[src/rtl/edo_dram_ctrl.sv]
module edo_dram_ctrl #(
  parameter int WIDE_ROW      = 1,
  parameter int SPEED         = 60,
  parameter int CLK_NS        = 10,
  parameter int MAX_PAGE      = 8,
  parameter int REF_MARGIN_NS = 2000,
  parameter int ADDR_W        = 22,
  parameter int DATA_W        = 4,
  parameter int ROW_W         = (WIDE_ROW != 0) ? 12 : 11
) (
  input  logic              clk,
  input  logic              rst_n,
  input  logic              req_valid,
  output logic              req_ready,
  input  logic              req_write,
  input  logic [ADDR_W-1:0] req_addr,
  input  logic [DATA_W-1:0] req_wdata,
  output logic              rsp_valid,
  output logic [DATA_W-1:0] rsp_data,
  output logic              dram_ras_n,
  output logic              dram_cas_n,
  output logic              dram_we_n,
  output logic              dram_oe_n,
  output logic [ROW_W-1:0]  dram_addr,
  output logic [DATA_W-1:0] dram_dq_out,
  output logic              dram_dq_oe,
  input  logic [DATA_W-1:0] dram_dq_in
);

  function automatic int grade(int s, int a, int b, int c);
    return (s <= 50) ? a : ((s <= 60) ? b : c);
  endfunction
  function automatic int clocks(int ns);
    int v;
    v = (ns + CLK_NS - 1) / CLK_NS;
    return (v < 1) ? 1 : v;
  endfunction
  function automatic int mx(int a, int b);
    return (a > b) ? a : b;
  endfunction

  localparam int COL_W   = ADDR_W - ROW_W;
  localparam int T_RC    = grade(SPEED, 84, 104, 124);
  localparam int T_RAC   = grade(SPEED, 50, 60, 70);
  localparam int T_CAC   = grade(SPEED, 13, 15, 20);
  localparam int T_HPC   = grade(SPEED, 20, 25, 30);
  localparam int T_RP    = grade(SPEED, 30, 40, 50);
  localparam int T_RCD   = grade(SPEED, 15, 20, 25);
  localparam int T_CSR   = 5;
  localparam int REFI_NS = (WIDE_ROW != 0) ? (64000000 / 4096) : (32000000 / 2048);

  localparam int RCD_CYC  = clocks(T_RCD);
  localparam int PCOL_CYC = clocks(T_CAC);
  localparam int FCOL_CYC = mx(PCOL_CYC, clocks(T_RAC) - RCD_CYC);
  localparam int HOLD_CYC = mx(1, clocks(T_HPC) - PCOL_CYC);
  localparam int RP_CYC   = clocks(T_RP);
  localparam int RC_CYC   = clocks(T_RC);
  localparam int RAS_CYC  = clocks(T_RC - T_RP);
  localparam int CSR_CYC  = clocks(T_CSR);
  localparam int REF_CYC  = clocks(REFI_NS - REF_MARGIN_NS);

  localparam int CNT_W = $clog2(mx(mx(RC_CYC, RAS_CYC), FCOL_CYC) + 2);
  localparam int RC_W  = $clog2(RC_CYC + 2);
  localparam int HI_W  = $clog2(RP_CYC + 2);
  localparam int REF_W = $clog2(REF_CYC + 1);
  localparam int PG_W  = $clog2(MAX_PAGE + 1);

  localparam logic [CNT_W-1:0] L_RCD  = CNT_W'(RCD_CYC - 1);
  localparam logic [CNT_W-1:0] L_FCOL = CNT_W'(FCOL_CYC - 1);
  localparam logic [CNT_W-1:0] L_PCOL = CNT_W'(PCOL_CYC - 1);
  localparam logic [CNT_W-1:0] L_HOLD = CNT_W'(HOLD_CYC - 1);
  localparam logic [CNT_W-1:0] L_RP   = CNT_W'(RP_CYC - 1);
  localparam logic [CNT_W-1:0] L_RAS  = CNT_W'(RAS_CYC - 1);
  localparam logic [CNT_W-1:0] L_CSR  = CNT_W'(CSR_CYC - 1);
  localparam logic [RC_W-1:0]  L_RC   = RC_W'(RC_CYC - 1);
  localparam logic [RC_W-1:0]  RC_SAT = RC_W'(RC_CYC);
  localparam logic [HI_W-1:0]  HI_SAT = HI_W'(RP_CYC);
  localparam logic [REF_W-1:0] L_REF  = REF_W'(REF_CYC - 1);
  localparam logic [PG_W-1:0]  L_PG   = PG_W'(MAX_PAGE - 1);

  typedef enum logic [2:0] {
    S_IDLE, S_ROW, S_COL, S_HOLD, S_PRE, S_CBR_CAS, S_CBR_RAS
  } state_t;

  state_t              state;
  logic [CNT_W-1:0]    cnt;
  logic [RC_W-1:0]     rc_cnt;
  logic [REF_W-1:0]    ref_cnt;
  logic                ref_pending;
  logic [PG_W-1:0]     page_cnt;
  logic                paged;
  logic                cur_wr;
  logic [ADDR_W-1:0]   cur_addr;
  logic [DATA_W-1:0]   cur_data;

  wire [ROW_W-1:0] cur_row   = cur_addr[ADDR_W-1 -: ROW_W];
  wire [COL_W-1:0] cur_col   = cur_addr[COL_W-1:0];
  wire             ref_tick  = (ref_cnt == L_REF);
  wire             col_last  = (cnt == (paged ? L_PCOL : L_FCOL));
  wire             hold_last = (cnt == L_HOLD);
  wire             same_row  = (req_addr[ADDR_W-1 -: ROW_W] == cur_row);
  wire             next_word = (req_addr == cur_addr + ADDR_W'(1));
  wire             page_ok   = !ref_pending && same_row && next_word &&
                               (req_write == cur_wr) && (page_cnt < L_PG);
  wire             accept    = req_valid && req_ready;
  wire             ras_fall  = (state == S_IDLE && !ref_pending && req_valid) ||
                               (state == S_CBR_CAS && cnt == L_CSR);

  assign req_ready  = (state == S_IDLE && !ref_pending) ||
                      (state == S_HOLD && hold_last && page_ok);
  assign dram_ras_n = !(state == S_ROW || state == S_COL || state == S_HOLD ||
                        state == S_CBR_RAS);
  assign dram_cas_n = !(state == S_COL || state == S_CBR_CAS || state == S_CBR_RAS);
  assign dram_we_n  = !(state == S_COL && cur_wr);
  assign dram_oe_n  = !(state == S_COL && !cur_wr);
  assign dram_dq_oe = (state == S_COL) && cur_wr;
  assign dram_dq_out = cur_data;
  assign dram_addr  = (state == S_ROW) ? cur_row : ROW_W'(cur_col);

  always_ff @(posedge clk) begin
    if (!rst_n) begin
      ref_cnt     <= '0;
      ref_pending <= 1'b0;
    end else begin
      ref_cnt <= ref_tick ? '0 : ref_cnt + REF_W'(1);
      if (ref_tick)
        ref_pending <= 1'b1;
      else if (state == S_IDLE && ref_pending)
        ref_pending <= 1'b0;
    end
  end

  always_ff @(posedge clk) begin
    if (!rst_n)
      rc_cnt <= RC_SAT;
    else if (ras_fall)
      rc_cnt <= '0;
    else if (rc_cnt != RC_SAT)
      rc_cnt <= rc_cnt + RC_W'(1);
  end

  always_ff @(posedge clk) begin
    if (!rst_n) begin
      rsp_valid <= 1'b0;
      rsp_data  <= '0;
    end else begin
      rsp_valid <= (state == S_COL) && col_last && !cur_wr;
      if ((state == S_COL) && col_last && !cur_wr)
        rsp_data <= dram_dq_in;
    end
  end

  always_ff @(posedge clk) begin
    if (!rst_n) begin
      state    <= S_IDLE;
      cnt      <= '0;
      page_cnt <= '0;
      paged    <= 1'b0;
      cur_wr   <= 1'b0;
      cur_addr <= '0;
      cur_data <= '0;
    end else begin
      cnt <= cnt + CNT_W'(1);
      if (accept) begin
        cur_wr   <= req_write;
        cur_addr <= req_addr;
        cur_data <= req_wdata;
      end
      unique case (state)
        S_IDLE: begin
          cnt <= '0;
          if (ref_pending) state <= S_CBR_CAS;
          else if (req_valid) begin
            state    <= S_ROW;
            paged    <= 1'b0;
            page_cnt <= '0;
          end
        end
        S_ROW: if (cnt == L_RCD) begin
          state <= S_COL;
          cnt   <= '0;
        end
        S_COL: if (col_last) begin
          state <= S_HOLD;
          cnt   <= '0;
        end
        S_HOLD: if (hold_last) begin
          cnt <= '0;
          if (accept) begin
            state    <= S_COL;
            paged    <= 1'b1;
            page_cnt <= page_cnt + PG_W'(1);
          end else
            state <= S_PRE;
        end
        S_PRE: begin
          if (cnt >= L_RP) cnt <= cnt;
          if (cnt >= L_RP && rc_cnt >= L_RC) begin
            state <= S_IDLE;
            cnt   <= '0;
          end
        end
        S_CBR_CAS: if (cnt == L_CSR) begin
          state <= S_CBR_RAS;
          cnt   <= '0;
        end
        S_CBR_RAS: if (cnt == L_RAS) begin
          state <= S_PRE;
          cnt   <= '0;
        end
        default: state <= S_IDLE;
      endcase
    end
  end

  logic [HI_W-1:0] hi_cnt;
  always_ff @(posedge clk) begin
    if (!rst_n)
      hi_cnt <= HI_SAT;
    else if (!dram_ras_n)
      hi_cnt <= '0;
    else if (hi_cnt != HI_SAT)
      hi_cnt <= hi_cnt + HI_W'(1);
  end


  rc_spacing_chk: assert property (@(posedge clk) disable iff (!rst_n)
    $fell(dram_ras_n) |-> $past(rc_cnt) >= L_RC);


  precharge_width_chk: assert property (@(posedge clk) disable iff (!rst_n)
    $fell(dram_ras_n) |-> $past(hi_cnt) >= HI_W'(RP_CYC - 1));


  cbr_order_chk: assert property (@(posedge clk) disable iff (!rst_n)
    ($fell(dram_ras_n) && !dram_cas_n) |-> ($past(!dram_cas_n) && dram_we_n));


  we_oe_excl_chk: assert property (@(posedge clk) disable iff (!rst_n)
    !(!dram_we_n && !dram_oe_n));


  capture_under_oe_chk: assert property (@(posedge clk) disable iff (!rst_n)
    rsp_valid |-> $past(!dram_oe_n && !dram_cas_n && !dram_ras_n));


  no_overflow_chk: assert property (@(posedge clk) disable iff (!rst_n)
    !(ref_tick && ref_pending));

endmodule

[config.mk]
export PLATFORM = sky130hd
export DESIGN_NAME = edo_dram_ctrl
export DESIGN_NICKNAME = d
export VERILOG_FILES = /design/src/rtl/edo_dram_ctrl.sv
export SDC_FILE = /design/constraint.sdc
export NUM_CORES = 1
export LEC_CHECK = 0
export BUFFER_PORTS_ARGS = -buffer_cell sky130_fd_sc_hd__buf_2
export CORE_AREA = 4 4 83 85
export DETAILED_ROUTE_END_ITERATION = 16
export DIE_AREA = 0 0 87 89
export PLACE_DENSITY_LB_ADDON = 0.12
export SYNTH_ARGS = -nofsm -noshare
export SYNTH_HDL_FRONTEND = slang
export SYNTH_SLANG_ARGS = --single-unit
[constraint.sdc]
create_clock -name clk -period 7.8 [get_ports clk]
set_input_delay 1.17 -clock clk [delete_from_list [all_inputs] [get_ports clk]]
set_output_delay 1.17 -clock clk [all_outputs]
set_load 0.05 [all_outputs]
==> parameters.txt <==
Parameter                              Value

Cells and area
  Net count of the finished layout ... 539
  Area growth from synthesis to final layout ... 12.9%
  Finished Layout Cells ... 577
  Antenna diode count ... 0
  Fraction of layout instances using a drive strength above 1 ... 18.8%

STA
  Total setup violations reported at the end of the flow ... 0
  Setup repair after global routing missed its margin ... no
  Layout Skew ... 0.0105 ns
  Fin crit period ... 4.53 ns
  Final worst slack ... 3.27 ns
  Post-route fraction of the period consumed by the critical path ... 58.0%
  Max-slew headroom ... 52.5%
  Actual transition at the worst max-transition pin ... 0.711 ns
  Total count of hold-check failures in the final report ... 0
  Achievable Freq ... 0.221 GHz
  Final Slew Violations ... 0
  Setup Total Neg Slack ... 0 ns

Power and ir drop
  Seq pwr share ... 34.8%
  Power per cell area ... 301 nW/µm²
  Combinational share of power ... 43.2%
  Worst IR Drop VDD ... 0.246 mV
  Leakage power ... 0.00180 µW
  Share of total power consumed by net switching ... 43.9%
  Share of power burned in the clock network ... 22.0%
  Switching power ... 544 µW
  Design internal power ... 695 µW

Synthesis
  Average cell area after synthesis ... 8.16 µm²
  Share of the synthesized area in the top cell type ... 32.9%
  Distinct cell type count after synthesis ... 50
  Commonest cells post-synth ... sky130_fd_sc_hd__nand2_1, sky130_fd_sc_hd__dfxtp_1, sky130_fd_sc_hd__nor2_1, sky130_fd_sc_hd__mux2i_1, sky130_fd_sc_hd__xor2_1
  Number of warnings issued by yosys ... 0
  Top area cells in the synthesized netlist ... sky130_fd_sc_hd__dfxtp_1, sky130_fd_sc_hd__mux2i_1, sky130_fd_sc_hd__nand2_1
  Cell with the most instances after synthesis ... sky130_fd_sc_hd__nand2_1
  Register area share after synthesis ... 32.9%
  Register bit count reported by yosys ... 60
  Arithmetic-cell share of the synthesized area counting full adders, half adders and majority gates ... 3.43%
  Area leader, netlist ... sky130_fd_sc_hd__dfxtp_1
  Largest family of logic cells by synthesized area ... simple AND/OR/NAND/NOR gates
  Share of synthesized registers carrying an async set or reset ... 0%
  Multiplexer area fraction after synthesis ... 13.0%
  Post-synthesis instance area ... 3650 µm²
  Post-synthesis compound-gate area fraction ... 7.75%
  Number of instances in the synthesized netlist ... 447
  Post-synth net total ... 491
  Post-synth EDFFs ... 0
  Dominant register cell in the synthesized netlist ... sky130_fd_sc_hd__dfxtp_1
  XOR/XNOR share of the synthesized area ... 10.3%
  Simple logic cell fraction of the synthesized area ... 27.7%

Run
  # Max-Cap Violations ... 0

Die
  Die area ... 7740 µm²
  Top-Level Pins ... 61
  Initial Util ... 58.8%
  Rows ... 29
  Die Ht ... 89 µm
  Horizontal die dimension ... 87 µm
  Core area ... 6200 µm²

Critical path
  Crit path from ... req_addr[12]
  Critical-path maximum fanout ... 6
  Required time of the worst setup path ... 6.63 ns
  R2R Path Start ... cur_addr[0]$_SDFFE_PN0P_
  Endpoint arrival time on the critical path ... 3.36 ns
  Worst setup path category ... in2out
  Flop-to-flop setup slack ... 4.46 ns
  CP Capture Type ... output port
  CP Launch Type ... input port
  Timing endpoint of the critical path ... req_ready
  Worst R2R End ... page_cnt[3]$_SDFFE_PN0P_
  Worst-case reg-to-reg path depth ... 9

Drt
  Routed vias ... 3244
  Routed wirelength normalized by instance count ... 14.1 µm
  Detailed-routing iteration count for the pre-antenna-repair pass ... 4
  Post-DR vias/cell ... 5.62
  Total wire length ... 8120 µm
  Number of routed nets with antenna violations ... 0
  Number of violations reported at the end of detailed-routing iteration 0 ... 174
  Remaining routing DRC violations ... 0

Clock tree
  Sinks on Clock Net ... 60
  Buffer cell driving the clock tree root ... sky130_fd_sc_hd__clkbuf_8
  Worst-path clk slew ... 0.06 ns
  Worst-Skew Late Latency ... 0.34 ns
  TritonCTS Buffers ... 9
  Buffer depth of the longest clock path ... 2
  Number of buffers inserted by post-CTS setup repair ... 0
  Number of H-tree levels ... 3
  Number of hold buffers added after CTS ... 0
  Clock tree from TritonCTS ... done
  Post-CTS Resized ... 0

Placement
  Count of buffers from port buffering ... 60
  Placer congestion estimate ... 0.876
  Cell count after placement ... 561
  Post-detail-place hpwl ... 5940 µm
  Worst setup timing slack at the placement stage ... 3.30 ns

Run status
  Run status ... completed

GRT
  First-pass GRT wire length ... 13700 µm
  All-Layer GR Usage ... 22.2%
  Pin count of the biggest net entering global routing ... 67
  Vias in the first global route ... 3012
  Number of antenna violations at the first check in global routing ... 0
  Remaining global-route overflow ... 0

Hold path
  Worst hold path class ... reg2reg
  Hold Crit Depth ... 2
==> how the worst min path moves through the flow <==
stage                                              to                   startpoint  slack [ns]
after global routing      dram_dq_out[0]$_SDFFE_PN0P_  dram_dq_out[0]$_SDFFE_PN0P_        0.49
after global placement    dram_dq_out[2]$_SDFFE_PN0P_  dram_dq_out[2]$_SDFFE_PN0P_        0.44
after floorplan                 ref_cnt[0]$_SDFF_PP0_        ref_cnt[0]$_SDFF_PP0_        0.44
after CTS                 dram_dq_out[0]$_SDFFE_PN0P_  dram_dq_out[0]$_SDFFE_PN0P_        0.47
after detailed placement  dram_dq_out[0]$_SDFFE_PN0P_  dram_dq_out[0]$_SDFFE_PN0P_        0.45
final                     dram_dq_out[0]$_SDFFE_PN0P_  dram_dq_out[0]$_SDFFE_PN0P_        0.46
==> registers in the layout, summed over array words and instances (netlist names) <==
signal	count
cur_addr	22
ref_cnt	11
cnt	4
dram_dq_out	4
page_cnt	4
rc_cnt	4
rsp_data	4
state	3
cur_wr	1
paged	1
ref_pending	1
rsp_valid	1
==> per-stage QoR <==
stage                     hold WS [ns]  total power, µW  area, µm²  util, %
after global routing             0.488             1320       4120     66.4
after global placement           0.442              963       3920     63.2
after CTS                        0.466             1250       4120     66.4
final                            0.458             1240       4120     66.4
after floorplan                  0.441              868       3650        -
after detailed placement         0.455              972       3920     63.2
==> power groups by stage <==
stage	clock [µW]	sequential, µW	combinational (µW)
floorplan	0	413	454
global placement	0	434	528
detailed placement	0	437	535
CTS	283	431	539
global route	293	441	585
finish	272	432	535
==> cell families (layout without fill, tap and decap cells) <==
logic type      Yosys count  count (layout)
compound gates           45              45
xor+xnor                 43              43
fa+ha+maj                10              10
buf+inv                  37              90
flops                    60              60
mux                      46              46
simple gates            206             206
==> metal layers <==
layer,up-vias,share of wire (%),global-route usage [%]
li1,1646,-,-
met1,1490,43,26.3
met2,84,49,38.2
met3,24,5.6,5.71
met4,0,3.0,9.35
met5,-,0,0
==> layout by cell type, fill, tap and decap left out, drive strengths merged, types with 4 or more instances in the layout <==
| master | Yosys | routed |
|---|---|---|
| nand4 | 15 | 15 |
| or3 | 9 | 9 |
| nand3 | 14 | 14 |
| nand2 | 83 | 83 |
| and2 | 4 | 4 |
| clkbuf | 19 | 11 |
| inv | 12 | 12 |
| nor2 | 37 | 37 |
| nor3 | 11 | 11 |
| a21oi | 13 | 13 |
| buf | 6 | 62 |
| o21ai | 13 | 13 |
| xnor2 | 20 | 20 |
| or4 | 4 | 4 |
| xor2 | 23 | 23 |
| nor4b | 4 | 4 |
| dfxtp | 60 | 60 |
| ha | 10 | 10 |
| mux2 | 10 | 10 |
| mux2i | 36 | 36 |
| nor4 | 9 | 9 |
==> critical path, cell delays in order <==
cell	delay [ns]
sky130_fd_sc_hd__buf_2	0.12
sky130_fd_sc_hd__xnor2_1	0.43
sky130_fd_sc_hd__and4_1	0.26
sky130_fd_sc_hd__nand4_1	0.09
sky130_fd_sc_hd__or4_1	0.47
sky130_fd_sc_hd__or3_1	0.36
sky130_fd_sc_hd__o21ai_0	0.13
sky130_fd_sc_hd__buf_2	0.32
==> final cells by class <==
| class | instances | area, µm² |
|---|---|---|
| Clock inverter | 5 | 62.6 |
| Tap cell | 77 | 96.3 |
| Timing Repair Buffer | 62 | 315 |
| Inverter | 12 | 45.0 |
| Sequential cell | 60 | 1200 |
| Multi-Input combinational cell | 350 | 2270 |
| Fill cell | 550 | 2090 |
| Clock buffer | 11 | 131 |
No activity file was read; power rests on OpenSTA's default activity.
